`src/rtl/p2p_cfgr_pkg.sv`:
```
package p2p_cfgr_pkg;

  typedef enum logic [2:0] {
    ACT_IGNORE  = 3'd0,
    ACT_CLAIM   = 3'd1,
    ACT_FWD_T1  = 3'd2,
    ACT_CONV_T0 = 3'd3,
    ACT_SPC_SEC = 3'd4,
    ACT_SPC_PRI = 3'd5
  } cfgr_act_e;

  typedef struct packed {
    logic is_t1;
    logic spc_req;
    logic bus_eq_sec;
    logic bus_eq_pri;
    logic bus_below;   // sec < bus <= sub
    logic bus_in_rng;  // sec <= bus <= sub
  } cfgr_flags_t;

endpackage

```
`src/rtl/p2p_cfgr_decode.sv`:
```
module p2p_cfgr_decode
  import p2p_cfgr_pkg::*;
#(
  parameter int unsigned BUS_W = 8,
  parameter int unsigned DEV_W = 5,
  parameter int unsigned FN_W  = 3,
  parameter int unsigned REG_W = 6
) (
  input  logic             fmt_i,
  input  logic             write_i,
  input  logic [BUS_W-1:0] bus_i,
  input  logic [DEV_W-1:0] dev_i,
  input  logic [FN_W-1:0]  fn_i,
  input  logic [REG_W-1:0] reg_i,
  input  logic [BUS_W-1:0] pri_bus_i,
  input  logic [BUS_W-1:0] sec_bus_i,
  input  logic [BUS_W-1:0] sub_bus_i,
  output cfgr_flags_t      flags_o
);

  logic ge_sec, gt_sec, le_sub;

  assign ge_sec = (bus_i >= sec_bus_i);
  assign gt_sec = (bus_i >  sec_bus_i);
  assign le_sub = (bus_i <= sub_bus_i);

  always_comb begin
    flags_o            = '0;
    flags_o.is_t1      = fmt_i;
    flags_o.spc_req    = fmt_i && write_i && (&dev_i) && (&fn_i) && (reg_i == '0);
    flags_o.bus_eq_sec = (bus_i == sec_bus_i);
    flags_o.bus_eq_pri = (bus_i == pri_bus_i);
    flags_o.bus_below  = gt_sec && le_sub;
    flags_o.bus_in_rng = ge_sec && le_sub;
  end

endmodule

```
`src/rtl/p2p_cfgr_action.sv`:
```
module p2p_cfgr_action
  import p2p_cfgr_pkg::*;
(
  input  cfgr_flags_t flags_i,
  input  logic        from_sec_i,
  input  logic        self_sel_i,
  output cfgr_act_e   act_o
);

  always_comb begin
    act_o = ACT_IGNORE;
    if (!flags_i.is_t1) begin
      // local-segment access: only the upstream side may reach the bridge
      if (!from_sec_i && self_sel_i) act_o = ACT_CLAIM;
    end else if (!from_sec_i) begin
      if (flags_i.bus_eq_sec)     act_o = flags_i.spc_req ? ACT_SPC_SEC : ACT_CONV_T0;
      else if (flags_i.bus_below) act_o = ACT_FWD_T1;
    end else if (flags_i.spc_req) begin
      // downstream range wins over the primary match
      if (flags_i.bus_in_rng)      act_o = ACT_IGNORE;
      else if (flags_i.bus_eq_pri) act_o = ACT_SPC_PRI;
      else                         act_o = ACT_FWD_T1;
    end
  end

endmodule

```
`src/rtl/p2p_cfgr_t0_rewrite.sv`:
```
module p2p_cfgr_t0_rewrite #(
  parameter int unsigned ADDR_W  = 32,
  parameter int unsigned DEV_W   = 5,
  parameter int unsigned FN_W    = 3,
  parameter int unsigned REG_W   = 6,
  parameter int unsigned SEL_LSB = 16
) (
  input  logic [DEV_W-1:0]  dev_i,
  input  logic [FN_W-1:0]   fn_i,
  input  logic [REG_W-1:0]  reg_i,
  output logic [ADDR_W-1:0] addr_o
);

  localparam int unsigned REG_LSB = 2;
  localparam int unsigned FN_LSB  = REG_LSB + REG_W;
  localparam int unsigned DEV_LSB = FN_LSB + FN_W;
  localparam int unsigned SEL_W   = ADDR_W - SEL_LSB;

  logic [SEL_W-1:0] sel;

  for (genvar i = 0; i < SEL_W; i++) begin : g_sel
    assign sel[i] = (int'(dev_i) == i);
  end

  always_comb begin
    addr_o                       = '0;
    addr_o[REG_LSB +: REG_W]     = reg_i;
    addr_o[FN_LSB  +: FN_W]      = fn_i;
    addr_o[DEV_LSB +: DEV_W]     = dev_i;
    addr_o[SEL_LSB +: SEL_W]     = sel;
  end

endmodule

```
`src/rtl/p2p_cfg_router.sv`:
```
module p2p_cfg_router
  import p2p_cfgr_pkg::*;
#(
  parameter int unsigned ADDR_W  = 32,
  parameter int unsigned BUS_W   = 8,
  parameter int unsigned DEV_W   = 5,
  parameter int unsigned FN_W    = 3,
  parameter int unsigned REG_W   = 6,
  parameter int unsigned SEL_LSB = 16
) (
  input  logic              clk_i,
  input  logic              rst_ni,
  input  logic              req_valid_i,
  input  logic [ADDR_W-1:0] req_addr_i,
  input  logic              req_write_i,
  input  logic              req_from_sec_i,
  input  logic              req_self_sel_i,
  input  logic [BUS_W-1:0]  pri_bus_i,
  input  logic [BUS_W-1:0]  sec_bus_i,
  input  logic [BUS_W-1:0]  sub_bus_i,
  output logic              rsp_valid_o,
  output logic [2:0]        rsp_action_o,
  output logic [ADDR_W-1:0] rsp_addr_o
);

  localparam int unsigned REG_LSB = 2;
  localparam int unsigned FN_LSB  = REG_LSB + REG_W;
  localparam int unsigned DEV_LSB = FN_LSB + FN_W;
  localparam int unsigned BUS_LSB = DEV_LSB + DEV_W;

  cfgr_flags_t       flags;
  cfgr_act_e         act_d;
  logic [ADDR_W-1:0] t0_addr;
  logic [ADDR_W-1:0] addr_d;

  p2p_cfgr_decode #(
    .BUS_W(BUS_W), .DEV_W(DEV_W), .FN_W(FN_W), .REG_W(REG_W)
  ) u_decode (
    .fmt_i     (req_addr_i[0]),
    .write_i   (req_write_i),
    .bus_i     (req_addr_i[BUS_LSB +: BUS_W]),
    .dev_i     (req_addr_i[DEV_LSB +: DEV_W]),
    .fn_i      (req_addr_i[FN_LSB  +: FN_W]),
    .reg_i     (req_addr_i[REG_LSB +: REG_W]),
    .pri_bus_i (pri_bus_i),
    .sec_bus_i (sec_bus_i),
    .sub_bus_i (sub_bus_i),
    .flags_o   (flags)
  );

  p2p_cfgr_action u_action (
    .flags_i    (flags),
    .from_sec_i (req_from_sec_i),
    .self_sel_i (req_self_sel_i),
    .act_o      (act_d)
  );

  p2p_cfgr_t0_rewrite #(
    .ADDR_W(ADDR_W), .DEV_W(DEV_W), .FN_W(FN_W), .REG_W(REG_W), .SEL_LSB(SEL_LSB)
  ) u_t0 (
    .dev_i  (req_addr_i[DEV_LSB +: DEV_W]),
    .fn_i   (req_addr_i[FN_LSB  +: FN_W]),
    .reg_i  (req_addr_i[REG_LSB +: REG_W]),
    .addr_o (t0_addr)
  );

  always_comb begin
    unique case (act_d)
      ACT_IGNORE:  addr_d = '0;
      ACT_CONV_T0: addr_d = t0_addr;
      default:     addr_d = req_addr_i;
    endcase
  end

  always_ff @(posedge clk_i or negedge rst_ni) begin
    if (!rst_ni) begin
      rsp_valid_o  <= 1'b0;
      rsp_action_o <= ACT_IGNORE;
      rsp_addr_o   <= '0;
    end else begin
      rsp_valid_o <= req_valid_i;
      if (req_valid_i) begin
        rsp_action_o <= act_d;
        rsp_addr_o   <= addr_d;
      end
    end
  end

endmodule

```
`config.mk`:
```
export PLATFORM = sky130hd
export DESIGN_NAME = p2p_cfg_router
export DESIGN_NICKNAME = d
export VERILOG_FILES = /design/src/rtl/p2p_cfgr_pkg.sv /design/src/rtl/p2p_cfgr_decode.sv /design/src/rtl/p2p_cfgr_action.sv /design/src/rtl/p2p_cfgr_t0_rewrite.sv /design/src/rtl/p2p_cfg_router.sv
export SDC_FILE = /design/constraint.sdc
export NUM_CORES = 1
export LEC_CHECK = 0
export BUFFER_PORTS_ARGS = -buffer_cell sky130_fd_sc_hd__buf_2
export CORE_MARGIN = 4
export CORE_UTILIZATION = 30
export DETAILED_ROUTE_END_ITERATION = 10
export PLACE_DENSITY_LB_ADDON = 0.12
export SLEW_MARGIN = 25
export SYNTH_ARGS = -nofsm -noshare
export SYNTH_HDL_FRONTEND = slang
export SYNTH_SLANG_ARGS = --single-unit
```
`constraint.sdc`:
```
create_clock -name clk_i -period 0.82 [get_ports clk_i]
set_input_delay 0.041 -clock clk_i [delete_from_list [all_inputs] [get_ports clk_i]]
set_output_delay 0.041 -clock clk_i [all_outputs]
set_load 0.01 [all_outputs]
```
======== Yosys cells after proc, flatten, opt, wreduce, memory -nomap -nowiden ========
Index checks and enable logic that the tools add are counted.
cells by class
  equality and inequality tests ........... 18
  order comparisons ....................... 3
  muxes and demuxes ....................... 10
  reduce and logical (&&, ||, !) cells .... 13
operator list
  cell                                                                    count
  32-bit one-hot mux with 2 select lines                                  1
  5-bit equality test (second input constant)                             8
  3-bit 2-to-1 mux                                                        7
  5-bit by 4-bit equality test with 1-bit output (second input constant)  4
  8-bit equality test                                                     2
  5-bit by 3-bit equality test with 1-bit output (second input constant)  2
  8-bit greater-or-equal comparator                                       1
  8-bit greater-than comparator                                           1
  8-bit <= comparator                                                     1
  1-bit logical AND                                                       7
  6-bit logical NOT                                                       1
  5-bit by 2-bit equality test with 1-bit output (second input constant)  1
  5-bit logical NOT                                                       1
  5-bit AND reduction                                                     1
  3-bit by 2-bit equality test with 1-bit output (second input constant)  1
  3-bit logical NOT                                                       1
  3-bit AND reduction                                                     1
  2-bit 2-to-1 mux                                                        1
  1-bit logical NOT                                                       1
  1-bit 2-to-1 mux                                                        1
word-level totals
  bits in registers ....................... 36

======== Longest topological paths before layout ========
  word-level depth ........................ 10
  gate-level depth with buffers ........... 11

======== Hierarchy ========
A second synthesis with hierarchy kept.
unflattened totals
  cells, all modules ...................... 249
  area, all modules ....................... 2588.7 sq um
by module, submodules not included
  module               instances  area an instance (sq um)  cells an instance  seq. area each (sq um)
  p2p_cfg_router       1          1597.8                    117                900.9
  p2p_cfgr_decode      1          554.3                     74                 0.0
  p2p_cfgr_t0_rewrite  1          352.8                     45                 0.0
  p2p_cfgr_action      1          83.8                      13                 0.0

======== Worst setup path after synthesis ========
Ideal clock, no wire load.
  kind .................................... in2reg
  start point ............................. input port req_addr_i[16]
  end point ............................... register rsp_addr_o[22]
  path slack .............................. -1757 ps
  path buffers ............................ 2
  data arrival time ....................... 2451 ps
  cell stages on the path ................. 11
  cell sequence ........................... inv_1 > ha_1 > nand2b_1 > a2111oi_0 > o311ai_0 > a311oi_2 > o211ai_2 > o211a_1 > buf_6 > buf_8 > a221o_1
on the way
  word-level cells in the longest chain between the ends .. 8
  elaborated cells between the ends (all ways) .. 17
ends and longest elaborated chain
  item                                                                                 RTL line                                      RTL
  start, declared                                                                      p2p_cfg_router.sv:14                          input logic [ADDR_W-1:0] req_addr_i,
  8-bit greater-or-equal comparator, or another cell as far along                      p2p_cfgr_decode.sv:23                         assign ge_sec = (bus_i >= sec_bus_i);
  1-bit logical AND, or another cell as far along                                      p2p_cfgr_decode.sv:34                         flags_o.bus_in_rng = ge_sec && le_sub;
  3-bit 2-to-1 mux or 2-bit 2-to-1 mux (tied branches)                                 p2p_cfgr_action.sv:20, p2p_cfgr_action.sv:17
  3-bit 2-to-1 mux, on equally long branches                                           p2p_cfgr_action.sv:18, p2p_cfgr_action.sv:16
  3-bit 2-to-1 mux (*)                                                                 p2p_cfgr_action.sv:15                         end else if (!from_sec_i) begin
  3-bit 2-to-1 mux (*)                                                                 p2p_cfgr_action.sv:12                         if (!flags_i.is_t1) begin
  3-bit by 2-bit equality test with 1-bit output or 3-bit logical NOT (tied branches)  p2p_cfg_router.sv:68                          unique case (act_d)
  32-bit one-hot mux with 2 select lines (*)                                           p2p_cfg_router.sv:68
  end signal, assigned                                                                 p2p_cfg_router.sv:84                          rsp_addr_o <= addr_d;
  end, declared                                                                        p2p_cfg_router.sv:23                          output logic [ADDR_W-1:0] rsp_addr_o
Every way passes the cells marked *; elsewhere a longest branch is shown, timed or not.
A chain may end at the register's enable or synchronous reset.

======== Worst setup path after layout ========
  start point ............................. input port req_addr_i[16]
  end point ............................... register rsp_addr_o[20]
The elaborated chain is that of the path after synthesis.

==> impl_metrics.ini <==
[place]
placed_cell_area_um2 = 3460
dp_hpwl_um = 5410
post-place-ws_ns = -1.65
place_congestion = 0.850
numPortBuffers = 97

[job]
cap_violations = 0

[yosys]
synth_area_um2 = 2250
synthArstFlopShare_pct = 100
syn_inst = 216
synth_edf_count = 0
seq_area_frac_synth_pct = 40.1
ys_ff_latch = 36
ys_dominant_reg_cell = dfrtp_1
yosys_warnings = 0
netlist_top_cells_area = dfrtp_1, ha_1, nor2b_1, a31o_2, a221o_2
syn-num-nets = 294
synthDistinctLibCells = 44
yosys.area.top_type = dfrtp_1
syn_area_per_cell_um2 = 10.4
yosysTopAreaCellShare_pct = 40.1

[drt]
vias = 2302
antenna_left = 0
firstDrtPassIters = 4
wl_um = 7230
drtIter0Drc = 73
route.met2.wl_um = 3620
wl_per_cell_um = 15.2
viasPerCell = 4.83
drc_errors = 0
wl_met1_um = 3060
routed.top_layer = met4
wl_met3_um = 463

[floorplan]
chipWidth_um = 94.5
io_pins = 98
rows = 31
dieArea_um2 = 8940
core_area_um2 = 7250
start_util_pct = 31.0
die_height_um = 94.5

[critical_path]
crit_required_ns = 0.99
crit_arrival_ns = 2.34
crit_path_end_kind = flip-flop
critPathMaxFanout = 18
crit_path_start_kind = input port
crit_type = in2reg

[power]
p_per_area_nw_per_um2 = 1160
leakagePower_nw = 2.00
irDropWorstVdd_mv = 0.510

[clock_network]
hold_buffers = 2
root_buffer = clkbuf_8
cts_tree = done
clk_path_buf_depth = 2
numCtsBuffers = 5
clkTransAtPathRegs_ns = 0.07
htree_num_levels = 2
numClockSinks = 36
insertion_delay_ns = 0.28

[final_layout]
fin_util_pct = 56.9
drive_gt1_share_pct = 62.4
area_growth_pct = 83.7
fill_cells = 646
fin_area_um2 = 4130
final_nets = 455
antennaDiodeCount = 0

[timing]
setup_violations = 70
fmax_mhz = 461
setup_ws_ns = -1.35
rsz0062_at_grt = yes
slew-limit-headroom_pct = 72.8
clock_skew_ns = 0
whs_ns = -0.00556
fin_crit_sh_pct = 265
finalHoldViolCount = 4
worst_pin_slew_ns = 0.408
fin_crit_ns = 2.17
drv_slew = 0

[global_route]
overflow = 0
grt_max_degree = 37
antenna_found_initial = 0
grt_pass1_vias = 2351
grt_pass1_wl_um = 11200
grt_usage_pct = 16.0

[hold_path]
hold_path_class = in2reg

[run_status]
failed_checks = negative hold slack, negative setup slack
status = finished with violations
-- final timing paths --
kind                       cells past startpoint  slack (ns)      startpoint              to
setup / recovery                              12       -1.35  req_addr_i[16]  rsp_addr_o[20]
hold / removal                                 2      -0.006  req_addr_i[28]  rsp_addr_o[28]
setup reg to reg                               2       -0.12  rsp_addr_o[21]  rsp_addr_o[21]
hold reg to reg                                1        0.51   rsp_addr_o[1]   rsp_addr_o[1]
max in group asynchronous                      3        0.39          rst_ni  rsp_addr_o[30]
min in group asynchronous                      3        0.25          rst_ni  rsp_addr_o[31]
-- cells by family (layout without fill, tap and decap cells) --
group	count (synthesis)	in the layout	synth area share (%)
AO/OA/AOI/OAI	58	58	22.7
XOR/XNOR	8	8	3.12
adder cells (fa/ha/maj)	16	16	8.91
buffers and inverters	28	190	5.57
flip-flops	36	36	40.1
multiplexers	1	1	0.501
AND/OR/NAND/NOR	69	69	19.1
-- registers in the layout (all words and copies together), names as in the netlist --
signal        count
rsp_action_o      3
rsp_valid_o       1
rsp_addr_o       32
-- area by class of cell --
| type | count | area [µm²] | share of cell area, % |
|---|---|---|---|
| timing repair buffer | 163 | 1290 | 31.3 |
| multi-input combinational | 152 | 1620 | 39.2 |
| clock buffer | 8 | 90.1 | 2.18 |
| inverter | 19 | 101 | 2.45 |
| sequential | 36 | 901 | 21.8 |
| tap | 99 | 124 | 3.00 |
-- power breakdown --
part	internal, W	leakage [nW]	switching [W]
registers	0.00188	0.486	0.0000558
clock network	0.000685	0.0455	0.000602
logic	0.000876	1.47	0.000684
total	0.00344	2.00	0.00134
-- synth_stat cells, drive strengths merged (2+ instances only) --
cell and count:
a21oi 7, a211o 2, nand2 5, o21ai 3
nor2b 31, a22o 2, or2 2, nor4 2
o21a 2, buf 3, a2111oi 2, a221o 16
nand4b 3, o211ai 2, a21o 2, a311oi 3
dfrtp 36, clkbuf 6, xnor2 8, ha 16
inv 19, nand4 6, nor2 10, and3 2
nor3b 2, a31o 14, nor3 2
-- layer usage --
layer | track usage (%) | vias up
met1 | 20.1 | 1092
met4 | 3.97 | 0
met2 | 28.1 | 78
met3 | 2.87 | 6
li1 | - | 1126
met5 | 0 | -
-- critical path: stages --
cell	delay [ns]
buf_12	0.11
inv_12	0.05
ha_4	0.18
nand2b_4	0.14
a2111oi_4	0.37
o311ai_4	0.18
buf_4	0.18
a311oi_4	0.27
o211ai_2	0.11
o211a_1	0.16
buf_12	0.16
a221o_2	0.38
-- cell usage in the layout, fill, tap and decap left out, types with 6 or more instances in the layout --
cell type,n
xnor2_1,8
inv_1,10
a31o_4,9
dfrtp_1,36
buf_2,68
clkbuf_8,6
nor2_1,9
buf_6,41
a221o_2,8
a221o_1,8
buf_4,44
nand4_1,6
ha_4,14
nor2b_1,31
-- timing repair --
item,CTS,global route
pin swaps,7,10
resized for setup,80,16
setup endpoints to repair,70,71
buffers inserted,7,3
hold endpoints to repair,41,4
-- metrics by stage --
| stage | total power [W] | hold slack (ns) | instances | TNS (ns) |
|---|---|---|---|---|
| after floorplan | 0.00257 | -0.255 | 216 | -44.23 |
| after global placement | 0.00321 | 0.0216 | 460 | -52.36 |
| after detailed placement | 0.00323 | 0.0211 | 460 | -52.42 |
| after CTS | 0.00477 | -0.0111 | 476 | -43.06 |
| after global routing | 0.00505 | -0.0180 | 477 | -47.96 |
| final | 0.00478 | -0.00556 | 477 | -44.33 |
No activity file was read; power rests on OpenSTA's default activity.
